[src/rtl/sxh_pkg.sv]
package sxh_pkg;
  typedef enum logic [1:0] {
    ST_IDLE = 2'd0,
    ST_REQ  = 2'd1,
    ST_XFER = 2'd2
  } sxh_state_e;
endpackage

[src/rtl/sxh_sync.sv]
module sxh_sync #(
  parameter int   STAGES  = 2,
  parameter logic RST_VAL = 1'b1
) (
  input  logic clk,
  input  logic rst_n,
  input  logic din,
  output logic dout
);
  logic [STAGES-1:0] sh;

  always_ff @(posedge clk) begin
    if (!rst_n) sh[0] <= RST_VAL;
    else        sh[0] <= din;
  end

  generate
    for (genvar g = 1; g < STAGES; g++) begin : g_stage
      always_ff @(posedge clk) begin
        if (!rst_n) sh[g] <= RST_VAL;
        else        sh[g] <= sh[g-1];
      end
    end
  endgenerate

  assign dout = sh[STAGES-1];
endmodule

[src/rtl/sxh_word_fsm.sv]
module sxh_word_fsm
  import sxh_pkg::*;
#(
  parameter int TIMEOUT_CYC = 48,
  parameter int XFER_LEN    = 6,
  parameter int STB_LEN     = 2
) (
  input  logic clk,
  input  logic rst_n,
  input  logic req_valid,
  input  logic req_dir,
  input  logic gnt,
  output logic req_ready,
  output logic in_req,
  output logic in_xfer,
  output logic strobe,
  output logic dir_q,
  output logic rsp_valid,
  output logic rsp_ok,
  output logic tmo_hit
);
  localparam int WAIT_W  = $clog2(TIMEOUT_CYC + 1);
  localparam int PH_W    = $clog2(XFER_LEN + 1);
  localparam int STB_OFS = (XFER_LEN - STB_LEN) / 2;
  localparam logic [WAIT_W-1:0] WAIT_LAST = WAIT_W'(TIMEOUT_CYC - 1);
  localparam logic [PH_W-1:0]   PH_LAST   = PH_W'(XFER_LEN - 1);
  localparam logic [PH_W-1:0]   STB_LO    = PH_W'(STB_OFS);
  localparam logic [PH_W-1:0]   STB_HI    = PH_W'(STB_OFS + STB_LEN);

  sxh_state_e        state;
  logic [WAIT_W-1:0] wcnt;
  logic [PH_W-1:0]   ph;

  assign req_ready = (state == ST_IDLE);
  assign in_req    = (state == ST_REQ);
  assign in_xfer   = (state == ST_XFER);
  assign strobe    = in_xfer && (ph >= STB_LO) && (ph < STB_HI);
  assign tmo_hit   = in_req && !gnt && (wcnt == WAIT_LAST);

  always_ff @(posedge clk) begin
    if (!rst_n) begin
      state     <= ST_IDLE;
      wcnt      <= '0;
      ph        <= '0;
      dir_q     <= 1'b0;
      rsp_valid <= 1'b0;
      rsp_ok    <= 1'b0;
    end else begin
      rsp_valid <= 1'b0;
      unique case (state)
        ST_IDLE: begin
          if (req_valid) begin
            state <= ST_REQ;
            wcnt  <= '0;
            dir_q <= req_dir;
          end
        end
        ST_REQ: begin
          if (gnt) begin
            state <= ST_XFER;
            ph    <= '0;
          end else if (wcnt == WAIT_LAST) begin
            state     <= ST_IDLE;
            rsp_valid <= 1'b1;
            rsp_ok    <= 1'b0;
          end else begin
            wcnt <= wcnt + 1'b1;
          end
        end
        ST_XFER: begin
          if (ph == PH_LAST) begin
            state     <= ST_IDLE;
            rsp_valid <= 1'b1;
            rsp_ok    <= 1'b1;
          end else begin
            ph <= ph + 1'b1;
          end
        end
        default: state <= ST_IDLE;
      endcase
    end
  end
endmodule

[src/rtl/sxh_seq.sv]
module sxh_seq #(
  parameter int NSEQ_LEN = 2
) (
  input  logic clk,
  input  logic rst_n,
  input  logic seq_start,
  input  logic tmo_hit,
  output logic nseq_n,
  output logic hsfail_n
);
  localparam int NC_W = $clog2(NSEQ_LEN + 1);

  logic [NC_W-1:0] ncnt;

  always_ff @(posedge clk) begin
    if (!rst_n) begin
      ncnt     <= '0;
      hsfail_n <= 1'b1;
    end else begin
      if (seq_start)         ncnt <= NC_W'(NSEQ_LEN);
      else if (ncnt != '0)   ncnt <= ncnt - 1'b1;
      if (seq_start)         hsfail_n <= 1'b1;
      else if (tmo_hit)      hsfail_n <= 1'b0;
    end
  end

  assign nseq_n = (ncnt == '0);
endmodule

[src/rtl/subsys_xfer_hs.sv]
module subsys_xfer_hs #(
  parameter int TIMEOUT_CYC = 48,
  parameter int XFER_LEN    = 6,
  parameter int STB_LEN     = 2,
  parameter int SYNC_STAGES = 2,
  parameter int NSEQ_LEN    = 2
) (
  input  logic clk,
  input  logic rst_n,
  input  logic req_valid,
  output logic req_ready,
  input  logic req_dir,
  output logic rsp_valid,
  output logic rsp_ok,
  input  logic seq_start,
  input  logic gnt_n,
  output logic dtreq_n,
  output logic dtack_n,
  output logic dstrb_n,
  output logic rd_wr,
  output logic nseq_n,
  output logic hsfail_n
);
  logic gnt_n_s, in_req, in_xfer, strobe, dir_q, tmo_hit;

  sxh_sync #(.STAGES(SYNC_STAGES), .RST_VAL(1'b1)) u_gsync (
    .clk(clk), .rst_n(rst_n), .din(gnt_n), .dout(gnt_n_s)
  );

  sxh_word_fsm #(
    .TIMEOUT_CYC(TIMEOUT_CYC), .XFER_LEN(XFER_LEN), .STB_LEN(STB_LEN)
  ) u_fsm (
    .clk(clk), .rst_n(rst_n), .req_valid(req_valid), .req_dir(req_dir),
    .gnt(!gnt_n_s), .req_ready(req_ready), .in_req(in_req),
    .in_xfer(in_xfer), .strobe(strobe), .dir_q(dir_q),
    .rsp_valid(rsp_valid), .rsp_ok(rsp_ok), .tmo_hit(tmo_hit)
  );

  sxh_seq #(.NSEQ_LEN(NSEQ_LEN)) u_seq (
    .clk(clk), .rst_n(rst_n), .seq_start(seq_start), .tmo_hit(tmo_hit),
    .nseq_n(nseq_n), .hsfail_n(hsfail_n)
  );

  assign dtreq_n = !in_req;
  assign dtack_n = !in_xfer;
  assign dstrb_n = !strobe;
  assign rd_wr   = dir_q && (in_req || in_xfer);
endmodule

[config.mk]
export PLATFORM = sky130hd
export DESIGN_NAME = subsys_xfer_hs
export DESIGN_NICKNAME = d
export VERILOG_FILES = /design/src/rtl/sxh_pkg.sv /design/src/rtl/sxh_sync.sv /design/src/rtl/sxh_word_fsm.sv /design/src/rtl/sxh_seq.sv /design/src/rtl/subsys_xfer_hs.sv
export SDC_FILE = /design/constraint.sdc
export NUM_CORES = 1
export LEC_CHECK = 0
export ABC_AREA = 1
export BUFFER_PORTS_ARGS = -buffer_cell sky130_fd_sc_hd__buf_2
export CAP_MARGIN = 30
export CORE_ASPECT_RATIO = 1.2
export CORE_MARGIN = 2
export CORE_UTILIZATION = 59
export CTS_CLUSTER_DIAMETER = 200
export DETAILED_ROUTE_END_ITERATION = 8
export GPL_ROUTABILITY_DRIVEN = 0
export PLACE_DENSITY = 0.84
export SKIP_LAST_GASP = 1
export SLEW_MARGIN = 10
export SYNTH_ARGS = -nofsm -noshare
export SYNTH_HDL_FRONTEND = slang
export SYNTH_SLANG_ARGS = --single-unit
[constraint.sdc]
create_clock -name clk -period 2.66 [get_ports clk]
set_clock_uncertainty 0.1 [all_clocks]
set_input_delay 0 -clock clk [delete_from_list [all_inputs] [get_ports clk]]
set_output_delay 0 -clock clk [all_outputs]
set_load 0.03 [all_outputs]
==> results of run 1 <==
[worst max path at each step]
stage	start	end	slack (ns)	cells past startpoint
global route	u_fsm.state[1]$_SDFFE_PN0P_	u_fsm.wcnt[5]$_SDFFE_PN0P_	0.88	11
detailed placement	u_fsm.state[1]$_SDFFE_PN0P_	u_fsm.wcnt[5]$_SDFFE_PN0P_	1.07	11
finish	u_fsm.state[1]$_SDFFE_PN0P_	u_fsm.wcnt[5]$_SDFFE_PN0P_	1.01	11
global placement	u_fsm.state[1]$_SDFFE_PN0P_	u_fsm.wcnt[5]$_SDFFE_PN0P_	1.13	11
CTS	u_fsm.state[1]$_SDFFE_PN0P_	u_fsm.wcnt[5]$_SDFFE_PN0P_	1.04	11
floorplan	u_fsm.state[0]$_SDFFE_PN0P_	u_fsm.wcnt[0]$_SDFFE_PN0P_	1.06	9
[metal layers]
layer  share of wire (%)  wire [um]  up-vias  global-route usage [%]
met1                  39        845      462                    23.3
met2                  54       1180       33                    45.3
met3                 5.2        113        8                    6.96
met5                   0          0        -                       0
li1                    -          -      522                       -
met4                 2.3         51        0                    10.4
[cells in the mapped netlist]
master	number	area (um^2)
nand2_1	42	158
nand2_2	2	12.5
inv_2	1	3.75
or2_2	2	12.5
o21bai_1	2	15.0
clkbuf_1	1	3.75
dfxtp_1	19	380
xor2_1	1	8.76
nor4_1	1	6.26
nand2_4	1	11.3
nor2_8	1	20.0
nand4_1	1	6.26
a21oi_1	11	55.1
nor2_1	15	56.3
o21ai_0	6	30.0
inv_1	26	97.6
ha_1	6	75.1
nand3_1	15	75.1
[cell type report]
cell class                 instances  area [um^2]  share of cell area [%]
clock buffer                       3         22.5                    1.89
tap                               18         22.5                    1.89
timing repair buffer              19          120                    10.1
clock inverter                     1         5.00                   0.419
sequential                        19          380                    31.9
inverter                          27          101                    8.49
multi-input combinational        106          542                    45.4
[cell families after synthesis]
family                     share of synthesized area (%)
and+or+nand+nor                                     34.8
AOI/OAI and AO/OA                                   9.74
buffers and inverters                               10.2
DFF                                                 37.0
adders and majority gates                           7.31
xor gates and xnor gates                           0.853
[where the power goes]
| group | internal (W) | leakage (nW) | switching [W] |
|---|---|---|---|
| Clock | 0.0000562 | 0.0177 | 0.0000925 |
| Sequential | 0.000302 | 0.155 | 0.0000131 |
| Combinational | 0.0000684 | 0.415 | 0.000131 |
| Total | 0.000427 | 0.588 | 0.000236 |
[repair_timing]
item,in CTS,in global routing
setup endpoints to repair,0,0
buffers inserted,0,0
endpoints found under the hold margin,10,0
hold buffers,5,0
[flip-flops by register name, indices dropped and copies added (netlist names), 2 cells and up]
name / flops
u_fsm.wcnt: 6
u_fsm.state: 2
u_seq.ncnt: 2
u_fsm.ph: 3
[worst reg2reg max path, stage by stage, from the launching register on]
cell and delay [ns]:
dfxtp_1 0.34, inv_1 0.08, ha_1 0.34, inv_2 0.11, nand2_2 0.09, nand2_2 0.09
nor2_8 0.14, nand2_4 0.08, inv_1 0.06, nand2_1 0.05, inv_1 0.05, nor2_1 0.04
[per-stage QoR]
stage | cell area (um^2) | std cells | total power, W | utilization (%) | hold slack (ns)
after floorplan | 1030 | 153 | 0.000470 | - | -0.0213
after global placement | 1120 | 184 | 0.000504 | 68.0 | 0.0853
after detailed placement | 1120 | 184 | 0.000511 | 68.0 | 0.0917
after CTS | 1190 | 193 | 0.000664 | 72.7 | 0.309
after global routing | 1190 | 193 | 0.000706 | 72.7 | 0.312
final | 1190 | 193 | 0.000663 | 72.7 | 0.311
==> reports/results.tsv, run 1 <==
stage	metric	value	unit
finish	filler cell count	146	
die	top-level I/O count	15	
timing	share of the clock period used by the worst path	62.1	%
finish	most frequent cells in the layout	nand2_1, inv_1, dfxtp_1	
setup_path	Worst Path Required	2.77	ns
timing	post-route setup TNS	0	ns
yosys	post-synthesis cell area	1030	um^2
die	initial standard-cell utilization of the core	62.6	%
setup_path	Worst Path Arrival	1.76	ns
setup_path	crit path kind	reg2reg	
detailed_routing	Post-route DRC	0	
finish	number of diodes added for antenna fixing	0	
clocking	Max Buffers Root-to-Sink	2	
yosys	fraction of the yosys area taken by sequential cells	37.0	%
setup_path	Critical Path Most Common Cell	inv_1	
power	static leakage	0.588	nW
finish	most common library cell in the layout ignoring fill and taps	nand2_1	
timing	worst slew margin relative to its limit	71.0	%
setup_path	RR Startpoint	u_fsm.state[1]$_SDFFE_PN0P_	
setup_path	Max Fanout on Critical Path	8	
setup_path	delay contributed by the slowest stage of the critical path	0.34	ns
setup_path	CP Cell Sequence	inv_1, ha_1, inv_2, nand2_2, nand2_2, nor2_8, nand2_4, inv_1, nand2_1, inv_1, nor2_1	
hold_path	hold path depth	1	
setup_path	Bufs and invs on worst path	4	
setup_path	worst r2r path cells	11	
timing	RSZ-0062 raised after global routing	false	
die	Core Region	1640	um^2
power	ratio of total power to cell area	556	nW/um^2
clocking	CTS Buf Count	3	
finish	area growth from synthesis to final layout	16.2	%
clocking	clock tree from TritonCTS	yes	
run_status	run status	finished, final reports clean	
clocking	CTS H-tree lvls	1	
timing	highest attainable clock frequency	0.606	GHz
setup_path	category of the worst setup path capture point	flip-flop	
yosys	mean cell area of the mapped netlist	6.71	um^2
die	number of rows in the core area	16	
timing	Final WS setup	1.01	ns
timing	final hold violations	0	
clocking	later-pin clock latency in the skew report	0.31	ns
die	Die H	49.7	um
detailed_routing	routed vias	1025	
place	PortBufs	14	
yosys	distinct cell type count of the synthesized netlist	18	
grt	antenna violations before repair	0	
hold_path	launch point of the worst hold path	u_gsync.sh[0]$_SDFF_PN1_	
setup_path	CP Launch Type	flip-flop	
power	peak supply drop	420	uV
clocking	number of clock sinks	19	
hold_path	Endpoint, Worst Hold	u_gsync.dout$_SDFF_PN1_	
detailed_routing	Avg WL per Cell	11.3	um
timing	Worst-Margin Slew	0.434	ns
grt	total global-route track usage	23.8	%
grt	wire length of the first global-routing pass	3740	um
detailed_routing	detailed-route wire length	2190	um
die	x dimension of the die	42.1	um
grt	total congestion overflow after global routing	0	
detailed_routing	vias per cell	5.31	
clocking	CTS clock-pin slew for the worst setup and hold paths	0.11	ns
setup_path	Crit path max-delay family	simple AND/OR/NAND/NOR gates	
hold_path	Hold WC Path Type	reg2reg	
yosys	gate count of the mapped netlist	153	
timing	max-slew violation total from the final report	0	
grt	largest net degree at the start of global routing	15	
timing	final setup vio count	0	
clocking	root cell of the clock tree	clkbuf_4	
run	number of max-capacitance violations reported	0	
setup_path	CP max-delay cell	dfxtp_1	
place	Setup WS pre-CTS	1.07	ns
place	HPWL Detailed	1610	um
detailed_routing	Antenna Violating Nets Remaining	0	
detailed_routing	1st-iter DRT viols	31	
grt	number of global-route vias before repair	950	
detailed_routing	number of search-and-repair iterations in the first detailed-routing pass	4	
setup_path	endpoint of the most critical register-to-register path	u_fsm.wcnt[5]$_SDFFE_PN0P_	
yosys	register bit count reported by yosys	19	
yosys	yosys synthesis warning count	0	
clocking	post_cts resized	0	
yosys	net count after synthesis	165	
timing	minimum period implied by the final worst setup slack	1.65	ns
finish	layout cells sized above 1	14.3	%
finish	number of nets in the final layout	188	
setup_path	worst reg-to-reg setup slack	1.01	ns
die	die area	2090	um^2
(Power assumes the default switching activity.)
==> inputs of run 2 (changes only) <==
ABC_AREA = 0   (was 1)
CORE_UTILIZATION = 49   (was 59)
PLACE_DENSITY = 0.75   (was 0.84)
clock period = 1.4 ns   (was 2.66 ns; I/O delays follow)
==> reports/results.tsv, run 2 <==
stage	metric	value	unit
yosys	Async SR Flop Fraction	0	%
setup_path	Worst Path Arrival	1.58	ns
yosys	Post-synth EDFFs	0	
run_status	violated checks	negative setup slack	
yosys	distinct cell type count of the synthesized netlist	33	
yosys	top-area cell type share of the netlist area	38.2	%
detailed_routing	1st-iter DRT viols	23	
hold_path	Hold WC Path Type	reg2reg	
finish	number of diodes added for antenna fixing	0	
detailed_routing	Antenna Violating Nets Remaining	0	
finish	register with the highest flop count	u_fsm.wcnt	
yosys	net count after synthesis	136	
yosys	mean cell area of the mapped netlist	8.03	um^2
timing	final hold violations	0	
setup_path	CP Cell Sequence	inv_2, buf_6, ha_4, buf_6, inv_2, or3_4, buf_6	
setup_path	Bufs and invs on worst path	5	
grt	antenna violations before repair	0	
clocking	later-pin clock latency in the skew report	0.31	ns
yosys	fraction of the yosys area taken by sequential cells	38.2	%
setup_path	Crit path max-delay family	buffers and inverters	
run	number of max-capacitance violations reported	0	
detailed_routing	Avg WL per Cell	19.2	um
grt	total global-route track usage	31.7	%
grt	largest net degree at the start of global routing	15	
timing	RSZ-0062 raised after global routing	true	
yosys	gate count of the mapped netlist	124	
grt	total congestion overflow after global routing	0	
finish	most frequent cells in the layout	buf_4, nand2_1, buf_6, dfxtp_1, buf_2	
power	peak supply drop	1040	uV
die	initial standard-cell utilization of the core	53.2	%
finish	most common library cell in the layout ignoring fill and taps	buf_4	
timing	minimum period implied by the final worst setup slack	1.68	ns
clocking	CTS H-tree lvls	1	
clocking	CTS clock-pin slew for the worst setup and hold paths	0.12	ns
finish	largest registers	u_fsm.wcnt x6, u_fsm.ph x3	
power	ratio of total power to cell area	1300	nW/um^2
timing	Worst-Margin Slew	0.329	ns
setup_path	crit path kind	reg2out	
timing	max-slew violation total from the final report	0	
place	HPWL Detailed	1750	um
finish	layout cells sized above 1	51.1	%
yosys	most common cell in the netlist	dfxtp_1	
clocking	root cell of the clock tree	clkbuf_4	
finish	filler cell count	79	
yosys	primary flip-flop cell chosen by synthesis mapping	dfxtp_1	
yosys	Yosys top cell by area	dfxtp_1	
timing	Final WS setup	-0.283	ns
detailed_routing	detailed-route wire length	3850	um
setup_path	CP Launch Type	flip-flop	
die	die area	2410	um^2
clocking	Max Buffers Root-to-Sink	2	
place	placed cells	177	
place	PortBufs	14	
die	Die H	53.4	um
setup_path	Worst Path Required	1.30	ns
setup_path	category of the worst setup path capture point	output pin	
setup_path	Max Fanout on Critical Path	3	
grt	wire length of the first global-routing pass	5470	um
yosys	largest cells by area after synthesis	dfxtp_1, ha_1, nand2_1, a21oi_1, mux2i_1	
setup_path	delay contributed by the slowest stage of the critical path	0.35	ns
clocking	CTS Buf Count	3	
timing	highest attainable clock frequency	0.594	GHz
setup_path	Critical Path Most Common Cell	buf_6	
setup_path	CP max-delay cell	dfxtp_2	
die	top-level I/O count	15	
finish	number of non-filler instances in the completed layout	201	
yosys	yosys synthesis warning count	0	
finish	number of nets in the final layout	195	
timing	final setup vio count	18	
die	Core Region	1870	um^2
die	number of rows in the core area	17	
yosys	ranking of synthesized cells by instance count	dfxtp_1, nand2_1, a21oi_1	
detailed_routing	Post-route DRC	0	
yosys	post-synthesis cell area	996	um^2
detailed_routing	routed vias	1208	
clocking	number of clock sinks	19	
finish	area growth from synthesis to final layout	71.7	%
run_status	run status	finished, violations left	
detailed_routing	vias per cell	6.01	
die	x dimension of the die	45.2	um
grt	number of global-route vias before repair	1220	
timing	worst slew margin relative to its limit	78.0	%
finish	max FFs per register	6	
timing	share of the clock period used by the worst path	120	%
clocking	clock tree from TritonCTS	yes	
detailed_routing	number of search-and-repair iterations in the first detailed-routing pass	4	
timing	worst slack on hold paths	0.359	ns
yosys	register bit count reported by yosys	19	
power	static leakage	0.707	nW
## run 2: cell count changes after synthesis, sizes merged, moves of 2 or more
cell | before | now
or3 | 0 | 3
clkbuf | 1 | 3
inv | 27 | 6
nand3 | 15 | 6
and2 | 0 | 3
nand2b | 0 | 5
o22ai | 0 | 2
mux2i | 0 | 4
and3 | 0 | 2
nor2 | 16 | 7
a31oi | 0 | 4
nor3 | 0 | 4
nand2 | 45 | 18
## run 2: power breakdown
group	internal, W	switching, W
clock network	0.000107	0.000195
logic	0.000685	0.000630
registers	0.000574	0.0000254
## run 2: per-stage QoR
| stage | power [W] | util [%] | setup slack (ns) | area, um^2 | setup TNS [ns] |
|---|---|---|---|---|---|
| 2_1_floorplan | 0.00105 | - | -0.283 | 1020 | -0.998 |
| 5_1_grt | 0.00227 | 91.4 | -0.301 | 1710 | -3.35 |
| 6_report | 0.00222 | 91.4 | -0.283 | 1710 | -2.74 |
| 4_1_cts | 0.00196 | 86.0 | -0.241 | 1610 | -2.44 |
| 3_5_place_dp | 0.00131 | 68.0 | -0.241 | 1270 | -1.56 |
| 3_3_place_gp | 0.00130 | 68.0 | -0.202 | 1270 | -1.35 |
## run 2: final timing paths
kind	startpoint	endpoint	slack (ns)	depth (start not counted)
worst max-delay path	u_fsm.state[0]$_SDFFE_PN0P_	dstrb_n	-0.28	7
worst min-delay path	u_gsync.sh[0]$_SDFF_PN1_	u_gsync.dout$_SDFF_PN1_	0.36	1
worst max register to register	u_fsm.state[0]$_SDFFE_PN0P_	u_fsm.wcnt[2]$_SDFFE_PN0P_	-0.25	7
worst min register to register	u_gsync.sh[0]$_SDFF_PN1_	u_gsync.dout$_SDFF_PN1_	0.36	1
## run 2: layout make-up
type / count / area, um^2 / share of cell area [%]
flip-flops and latches: 19 / 387 / 22.6
inverters: 7 / 28.8 / 1.68
repair buffers: 57 / 480 / 28.1
multi-input cells: 95 / 763 / 44.6
clock inverters: 1 / 5.00 / 0.293
clock buffers: 3 / 22.5 / 1.32
well taps: 19 / 23.8 / 1.39
## run 2: cells by family (layout without fill, tap and decap cells)
family	after synthesis	in the layout	synth area share [%]
flip-flops	19	19	38.2
AND/OR/NAND/NOR	56	56	28.8
adder cells (fa/ha/maj)	6	6	7.54
multiplexers	4	4	4.02
AO/OA/AOI/OAI	29	29	17.6
buffers and inverters	10	68	3.89
## run 2: what timing repair did
item                                    4_1_cts  5_1_grt
resized for setup                            39       26
pin swaps                                    14        7
endpoints found under the setup margin       17       21
setup buffers                                10        3
endpoints found under the hold margin         8        0
hold buffers                                  8        0
## run 2: layer usage
metal	routed length, um	vias to the layer above	global-route usage (%)
met4	125	0	19.6
met5	0	-	0
met2	2030	46	55.7
met1	1510	587	34.4
li1	-	559	-
met3	181	16	5.12
